--- src/rtl/fm_route_pkg.sv ---
package fm_route_pkg;

    localparam int NUM_OPS = 4;
    localparam int GUARD   = 2;

    typedef enum logic [0:0] {
        ST_IDLE = 1'b0,
        ST_RUN  = 1'b1
    } route_state_e;

    // Bit i set: the stored output of operator i joins the modulation sum
    // for the operator requested at this step.
    function automatic logic [NUM_OPS-1:0] mod_taps(input logic [2:0] alg,
                                                    input logic [1:0] step);
        logic [NUM_OPS-1:0] t;
        t = '0;
        case (step)
            2'd1: begin
                if (alg inside {3'd0, 3'd3, 3'd4, 3'd5, 3'd6}) t = 4'b0001;
            end
            2'd2: begin
                case (alg)
                    3'd0, 3'd2: t = 4'b0010;
                    3'd1:       t = 4'b0011;
                    3'd5:       t = 4'b0001;
                    default:    t = 4'b0000;
                endcase
            end
            2'd3: begin
                case (alg)
                    3'd0, 3'd1, 3'd4: t = 4'b0100;
                    3'd2:             t = 4'b0101;
                    3'd3:             t = 4'b0110;
                    3'd5:             t = 4'b0001;
                    default:          t = 4'b0000;
                endcase
            end
            default: t = 4'b0000;
        endcase
        return t;
    endfunction

    // Bit i set: operator i is a carrier summed into the channel sample.
    function automatic logic [NUM_OPS-1:0] out_taps(input logic [2:0] alg);
        logic [NUM_OPS-1:0] t;
        case (alg)
            3'd4:       t = 4'b1010;
            3'd5, 3'd6: t = 4'b1110;
            3'd7:       t = 4'b1111;
            default:    t = 4'b1000;
        endcase
        return t;
    endfunction

endpackage

--- src/rtl/fm_term_sum.sv ---
module fm_term_sum
    import fm_route_pkg::*;
#(
    parameter int IN_W  = 14,
    parameter int SUM_W = 16
) (
    input  logic [NUM_OPS-1:0]          taps,
    input  logic signed [IN_W-1:0]      terms [NUM_OPS],
    output logic signed [SUM_W-1:0]     sum
);

    logic signed [SUM_W-1:0] gated [NUM_OPS];

    for (genvar g = 0; g < NUM_OPS; g++) begin : g_gate
        assign gated[g] = taps[g] ? SUM_W'(terms[g]) : '0;
    end

    always_comb begin
        sum = '0;
        for (int i = 0; i < NUM_OPS; i++) begin
            sum = sum + gated[i];
        end
    end

endmodule

--- src/rtl/fm_sat.sv ---
module fm_sat #(
    parameter int IN_W  = 16,
    parameter int OUT_W = 14
) (
    input  logic signed [IN_W-1:0]  din,
    output logic signed [OUT_W-1:0] dout
);

    if (OUT_W >= IN_W) begin : g_wide
        always_comb dout = OUT_W'(din);
    end else begin : g_clamp
        localparam logic signed [IN_W-1:0] MAX_V = IN_W'((2 ** (OUT_W - 1)) - 1);
        localparam logic signed [IN_W-1:0] MIN_V = IN_W'(-(2 ** (OUT_W - 1)));
        always_comb begin
            if (din > MAX_V)      dout = MAX_V[OUT_W-1:0];
            else if (din < MIN_V) dout = MIN_V[OUT_W-1:0];
            else                  dout = din[OUT_W-1:0];
        end
    end

endmodule

--- src/rtl/fm_alg_router.sv ---
module fm_alg_router
    import fm_route_pkg::*;
#(
    parameter int OP_W  = 14,
    parameter int OUT_W = 14
) (
    input  logic                     clk,
    input  logic                     rst,
    input  logic                     start,
    input  logic [2:0]               alg,
    output logic                     op_req,
    output logic [1:0]               op_idx,
    output logic [OP_W+GUARD-1:0]    op_mod,
    input  logic                     op_rsp_valid,
    input  logic [OP_W-1:0]          op_rsp_data,
    output logic                     sample_valid,
    output logic [OUT_W-1:0]         sample_out
);

    localparam int ACC_W = OP_W + GUARD;
    localparam logic [1:0] LAST_STEP = 2'(NUM_OPS - 1);

    route_state_e            state_q;
    logic [1:0]              step_q;
    logic [2:0]              alg_q;
    logic signed [OP_W-1:0]  res_q [NUM_OPS];

    logic signed [OP_W-1:0]  mod_terms [NUM_OPS];
    logic signed [OP_W-1:0]  out_terms [NUM_OPS];
    logic signed [ACC_W-1:0] mod_sum;
    logic signed [ACC_W-1:0] out_sum;
    logic signed [OUT_W-1:0] out_sat;
    logic                    take_rsp;

    always_comb begin
        for (int i = 0; i < NUM_OPS - 1; i++) begin
            mod_terms[i] = res_q[i];
            out_terms[i] = res_q[i];
        end
        mod_terms[NUM_OPS-1] = '0;
        out_terms[NUM_OPS-1] = $signed(op_rsp_data);
    end

    fm_term_sum #(.IN_W(OP_W), .SUM_W(ACC_W)) u_mod_sum (
        .taps  (mod_taps(alg_q, step_q)),
        .terms (mod_terms),
        .sum   (mod_sum)
    );

    fm_term_sum #(.IN_W(OP_W), .SUM_W(ACC_W)) u_out_sum (
        .taps  (out_taps(alg_q)),
        .terms (out_terms),
        .sum   (out_sum)
    );

    fm_sat #(.IN_W(ACC_W), .OUT_W(OUT_W)) u_sat (
        .din  (out_sum),
        .dout (out_sat)
    );

    assign op_req   = (state_q == ST_RUN);
    assign op_idx   = step_q;
    assign op_mod   = mod_sum;
    assign take_rsp = op_req && op_rsp_valid;

    always_ff @(posedge clk) begin
        if (rst) begin
            state_q      <= ST_IDLE;
            step_q       <= '0;
            alg_q        <= '0;
            sample_valid <= 1'b0;
            sample_out   <= '0;
            for (int i = 0; i < NUM_OPS; i++) res_q[i] <= '0;
        end else begin
            sample_valid <= 1'b0;
            case (state_q)
                ST_IDLE: begin
                    if (start) begin
                        alg_q   <= alg;
                        step_q  <= '0;
                        state_q <= ST_RUN;
                    end
                end
                ST_RUN: begin
                    if (op_rsp_valid) begin
                        res_q[step_q] <= $signed(op_rsp_data);
                        if (step_q == LAST_STEP) begin
                            sample_out   <= out_sat;
                            sample_valid <= 1'b1;
                            state_q      <= ST_IDLE;
                        end else begin
                            step_q <= step_q + 2'd1;
                        end
                    end
                end
                default: state_q <= ST_IDLE;
            endcase
        end
    end


    req_hold_chk: assert property (@(posedge clk) disable iff (rst)
        (op_req && !op_rsp_valid) |=> (op_req && $stable(op_idx) && $stable(op_mod)));


    req_order_chk: assert property (@(posedge clk) disable iff (rst)
        (take_rsp && op_idx != LAST_STEP) |=> (op_req && op_idx == $past(op_idx) + 2'd1));


    first_unmod_chk: assert property (@(posedge clk) disable iff (rst)
        (op_req && op_idx == 2'd0) |-> (op_mod == '0));


    valid_pulse_chk: assert property (@(posedge clk) disable iff (rst)
        sample_valid |=> !sample_valid);


    valid_after_last_chk: assert property (@(posedge clk) disable iff (rst)
        sample_valid |-> ($past(take_rsp && op_idx == LAST_STEP) && !op_req));

endmodule

--- config.mk ---
export PLATFORM = sky130hd
export DESIGN_NAME = fm_alg_router
export DESIGN_NICKNAME = d
export VERILOG_FILES = /design/src/rtl/fm_route_pkg.sv /design/src/rtl/fm_term_sum.sv /design/src/rtl/fm_sat.sv /design/src/rtl/fm_alg_router.sv
export SDC_FILE = /design/constraint.sdc
export NUM_CORES = 1
export LEC_CHECK = 0
export ABC_AREA = 1
export BUFFER_PORTS_ARGS = -buffer_cell sky130_fd_sc_hd__buf_2
export CORE_ASPECT_RATIO = 1.4
export CORE_MARGIN = 2
export CORE_UTILIZATION = 37
export DETAILED_ROUTE_END_ITERATION = 7
export GPL_TIMING_DRIVEN = 0
export SETUP_SLACK_MARGIN = 0.5
export SYNTH_ARGS = -nofsm -noshare
export SYNTH_HDL_FRONTEND = slang
export SYNTH_HIERARCHICAL = 1
export SYNTH_SLANG_ARGS = --single-unit
--- constraint.sdc ---
create_clock -name clk -period 11 [get_ports clk]
set_input_delay 1.65 -clock clk [delete_from_list [all_inputs] [get_ports clk]]
set_output_delay 1.65 -clock clk [all_outputs]
set_load 0.005 [all_outputs]
==> results.sh <==
export IMPL_finalCriticalPeriod_ns=6.34
export IMPL_synth_common_cells="294 x nand2_1, 257 x inv_1, 77 x nor2_1"
export IMPL_finish_utilization_pct=43.1
export IMPL_grt_max_degree=15
export IMPL_dieArea_mm2=0.0188
export IMPL_crit_type="reg -> out"
export IMPL_worst_slack_ns=4.66
export IMPL_crit_chain="inv_1, ha_1, nor2_1, o21ai_0, a21oi_1, clkbuf_1, nand2_1, fa_1, inv_1, fa_1, ha_1, fa_1, nand2_1, nand2_1, nand3_1, nand2_2, nand2_1, nand2_1, nand2_1, nand2_1, buf_2"
export IMPL_slowest_delay_ns=0.51
export IMPL_clockBufferDepth=2
export IMPL_p_switching_mw=0.196
export IMPL_fin_tns_setup_ns=0
export IMPL_core_area_mm2=0.0173
export IMPL_crit_cells=21
export IMPL_p_leak_nw=4.64
export IMPL_status="finished, final reports clean"
export IMPL_drt_initial_drc_count=256
export IMPL_rsz0062_at_grt="false"
export IMPL_worst_pin_slew_ns=0.732
export IMPL_ys_ff_latch=63
export IMPL_r2r_end="sample_out[3]$_SDFFE_PP0P_"
export IMPL_hold_buffers=0
export IMPL_synth_edff_count=42
export IMPL_combinationalPowerShare_pct=19.6
export IMPL_dp_slack_ns=4.97
export IMPL_path_buf_inv=4
export IMPL_grt_overflow=0
export IMPL_clock_fmax_mhz=158
export IMPL_ys_flop_type="edfxtp_1"
export IMPL_ff2ff_path_depth=22
export IMPL_crit_required_ns=9.35
export IMPL_grt_pass1_wl_mm=25.2
export IMPL_via_count=5412
export IMPL_synthCells=930
export IMPL_reg2reg_slack_ns=6.30
export IMPL_track_usage_pct=17.3
export IMPL_clkTransAtPathRegs_ns=0.06
export IMPL_wire_per_inst_um=12.0
export IMPL_place_hpwl_mm=12.6
export IMPL_die_h_um=161
export IMPL_cp_top_family="adder cells"
export IMPL_crit_fanout=10
export IMPL_io_pins=55
export IMPL_die_x_um=116
export IMPL_yosysWarnings=6
export IMPL_min_path_type="reg -> reg"
export IMPL_vdd_drop_max_mv=0.117
export IMPL_post_cts_resized=0
export IMPL_cts_sinks=63
export IMPL_drc=0
export IMPL_cts_tree="built"
export IMPL_maxCapViolations=0
export IMPL_swShare_pct=29.9
export IMPL_arrival_ns=4.69
export IMPL_period_share_pct=57.7
export IMPL_gp_congestion=0.860
export IMPL_clk_latency_ns=0.33
export IMPL_syn_area_per_cell_um2=7.04
export IMPL_synth_seq_area_share_pct=25.7
export IMPL_diodes=0
export IMPL_netlist_area_mm2=0.00654
export IMPL_post_drt_via_cell_ratio=4.30
export IMPL_numCtsBuffers=9
export IMPL_power_internal_mw=0.460
export IMPL_drtAntennaViolNets=0
export IMPL_r2r_start="alg_q[2]$_SDFFE_PP0P_"
export IMPL_clkPwrFrac_pct=39.7
export IMPL_wl_mm=15.1
export IMPL_endpoint="op_mod[15]"
export IMPL_clock_skew_ns=0.00737
export IMPL_cts_setup_buffers=0
export IMPL_yosysMostFrequentCell="nand2_1"
export IMPL_area_growth_synth_to_final_pct=14.1
export IMPL_first_pass_iters=6
export IMPL_critPathSlowestCell="a21oi_1"
export IMPL_async_flop_share_pct=0
export IMPL_hold_viol_final=0
export IMPL_grt_pass1_vias=5439
export IMPL_crit_top_cell="nand2_1"
export IMPL_finalNetCount=1130
export IMPL_grt_antenna_before_repair=0
export IMPL_synth_top_area_share_pct=19.3
export IMPL_port_buffers=54
export IMPL_relSlewSlack_pct=51.1
export IMPL_placementRows=57
export IMPL_cts_root_buf="clkbuf_16"
export IMPL_yosys_area_top_type="edfxtp_1"
export IMPL_synth_area_leaders="edfxtp_1 19%, fa_1 18%, nand2_1 17%, inv_1 15%, ha_1 6.5%"
export IMPL_drive_above_1_share_pct=10.9
export IMPL_finalSetupViolations=0
export IMPL_htreeDepth=3
export IMPL_power_frac_seq_pct=40.8
export IMPL_synth_distinct_cells=30
export IMPL_p_per_area_mw_per_mm2=87.9
export IMPL_start_kind="register"
export IMPL_crit_start="op_idx[0]$_SDFFE_PP0P_"
export IMPL_start_util_pct=37.8
export IMPL_holdPathStages=2
export IMPL_drv_slew=0
export IMPL_cp_end_kind="output port"
-- tightest hold or removal path, cell delays in order (launching register included) --
cell	delay, ns
dfxtp_1	0.30
nand3_1	0.07
nand2_1	0.05
-- kinds of logic after synthesis --
group                      share of synthesized area [%]
buffers and inverters                               16.6
AOI/OAI and AO/OA                                   2.98
DFF                                                 25.7
xor gates and xnor gates                            2.14
adders and majority gates                           24.2
and+or+nand+nor                                     28.2
other                                              0.115
-- placed cells by master (no fill, tap or decap), drive strengths merged --
cell type	instances
nand2	313
inv	260
nor2	80
buf	62
fa	58
edfxtp	42
nand3	41
ha	34
a21oi	26
conb	24
dfxtp	21
clkbuf	20
xor2	12
o21ai	5
nand4	5
nor3	5
xnor2	4
clkinv	4
or2	3
o211a	1
clkinvlp	1
o21bai	1
-- worst min path at each step --
stage	startpoint	to	slack, ns
after floorplan	sample_out[0]$_SDFFE_PP0P_	sample_out[0]$_SDFFE_PP0P_	0.46
after global placement	sample_out[6]$_SDFFE_PP0P_	sample_out[6]$_SDFFE_PP0P_	0.46
after detailed placement	sample_out[0]$_SDFFE_PP0P_	sample_out[0]$_SDFFE_PP0P_	0.46
after CTS	sample_out[5]$_SDFFE_PP0P_	sample_out[5]$_SDFFE_PP0P_	0.47
after global routing	sample_out[8]$_SDFFE_PP0P_	sample_out[8]$_SDFFE_PP0P_	0.49
final	sample_out[12]$_SDFFE_PP0P_	sample_out[12]$_SDFFE_PP0P_	0.47
-- area by class of cell --
cell class,instances,area [um^2]
clock buffers,9,225
inverters,258,968
multi-input cells,612,3860
flip-flops and latches,63,1680
well taps,236,295
repair buffers,54,270
clock inverters,7,47.5
fillers,1867,9870
plain buffers,19,119
-- power by group through the flow --
stage | logic (mW) | registers [mW] | clock network, mW
after floorplan | 0.0929 | 0.270 | 0
after global placement | 0.127 | 0.272 | 0
after detailed placement | 0.128 | 0.272 | 0
after CTS | 0.130 | 0.267 | 0.264
after global routing | 0.149 | 0.268 | 0.274
final | 0.128 | 0.267 | 0.260
-- state kept, by name, summed over array words and instances (netlist names) --
| name | count |
|---|---|
| sample_valid | 1 |
| sample_out | 14 |
| res_q | 42 |
| op_idx | 2 |
| alg_q | 3 |
| op_req | 1 |
-- metrics by stage --
step / hold slack, ns / total power [mW] / area [um^2] / instances
floorplan: 0.464 / 0.363 / 6630 / 952
CTS: 0.472 / 0.661 / 7460 / 1258
detailed placement: 0.457 / 0.400 / 7190 / 1242
global placement: 0.460 / 0.400 / 7190 / 1242
finish: 0.467 / 0.656 / 7460 / 1258
global route: 0.485 / 0.691 / 7460 / 1258
-- per-layer routing --
| metal | track usage [%] | wire (um) | vias up |
|---|---|---|---|
| met3 | 2.06 | 413 | 25 |
| met1 | 20.1 | 6290 | 2449 |
| met2 | 32.1 | 8020 | 95 |
| li1 | - | - | 2843 |
| met4 | 6.11 | 378 | 0 |
| met5 | 0 | 0 | - |
Note: power is estimated with default switching activity, not from simulation.
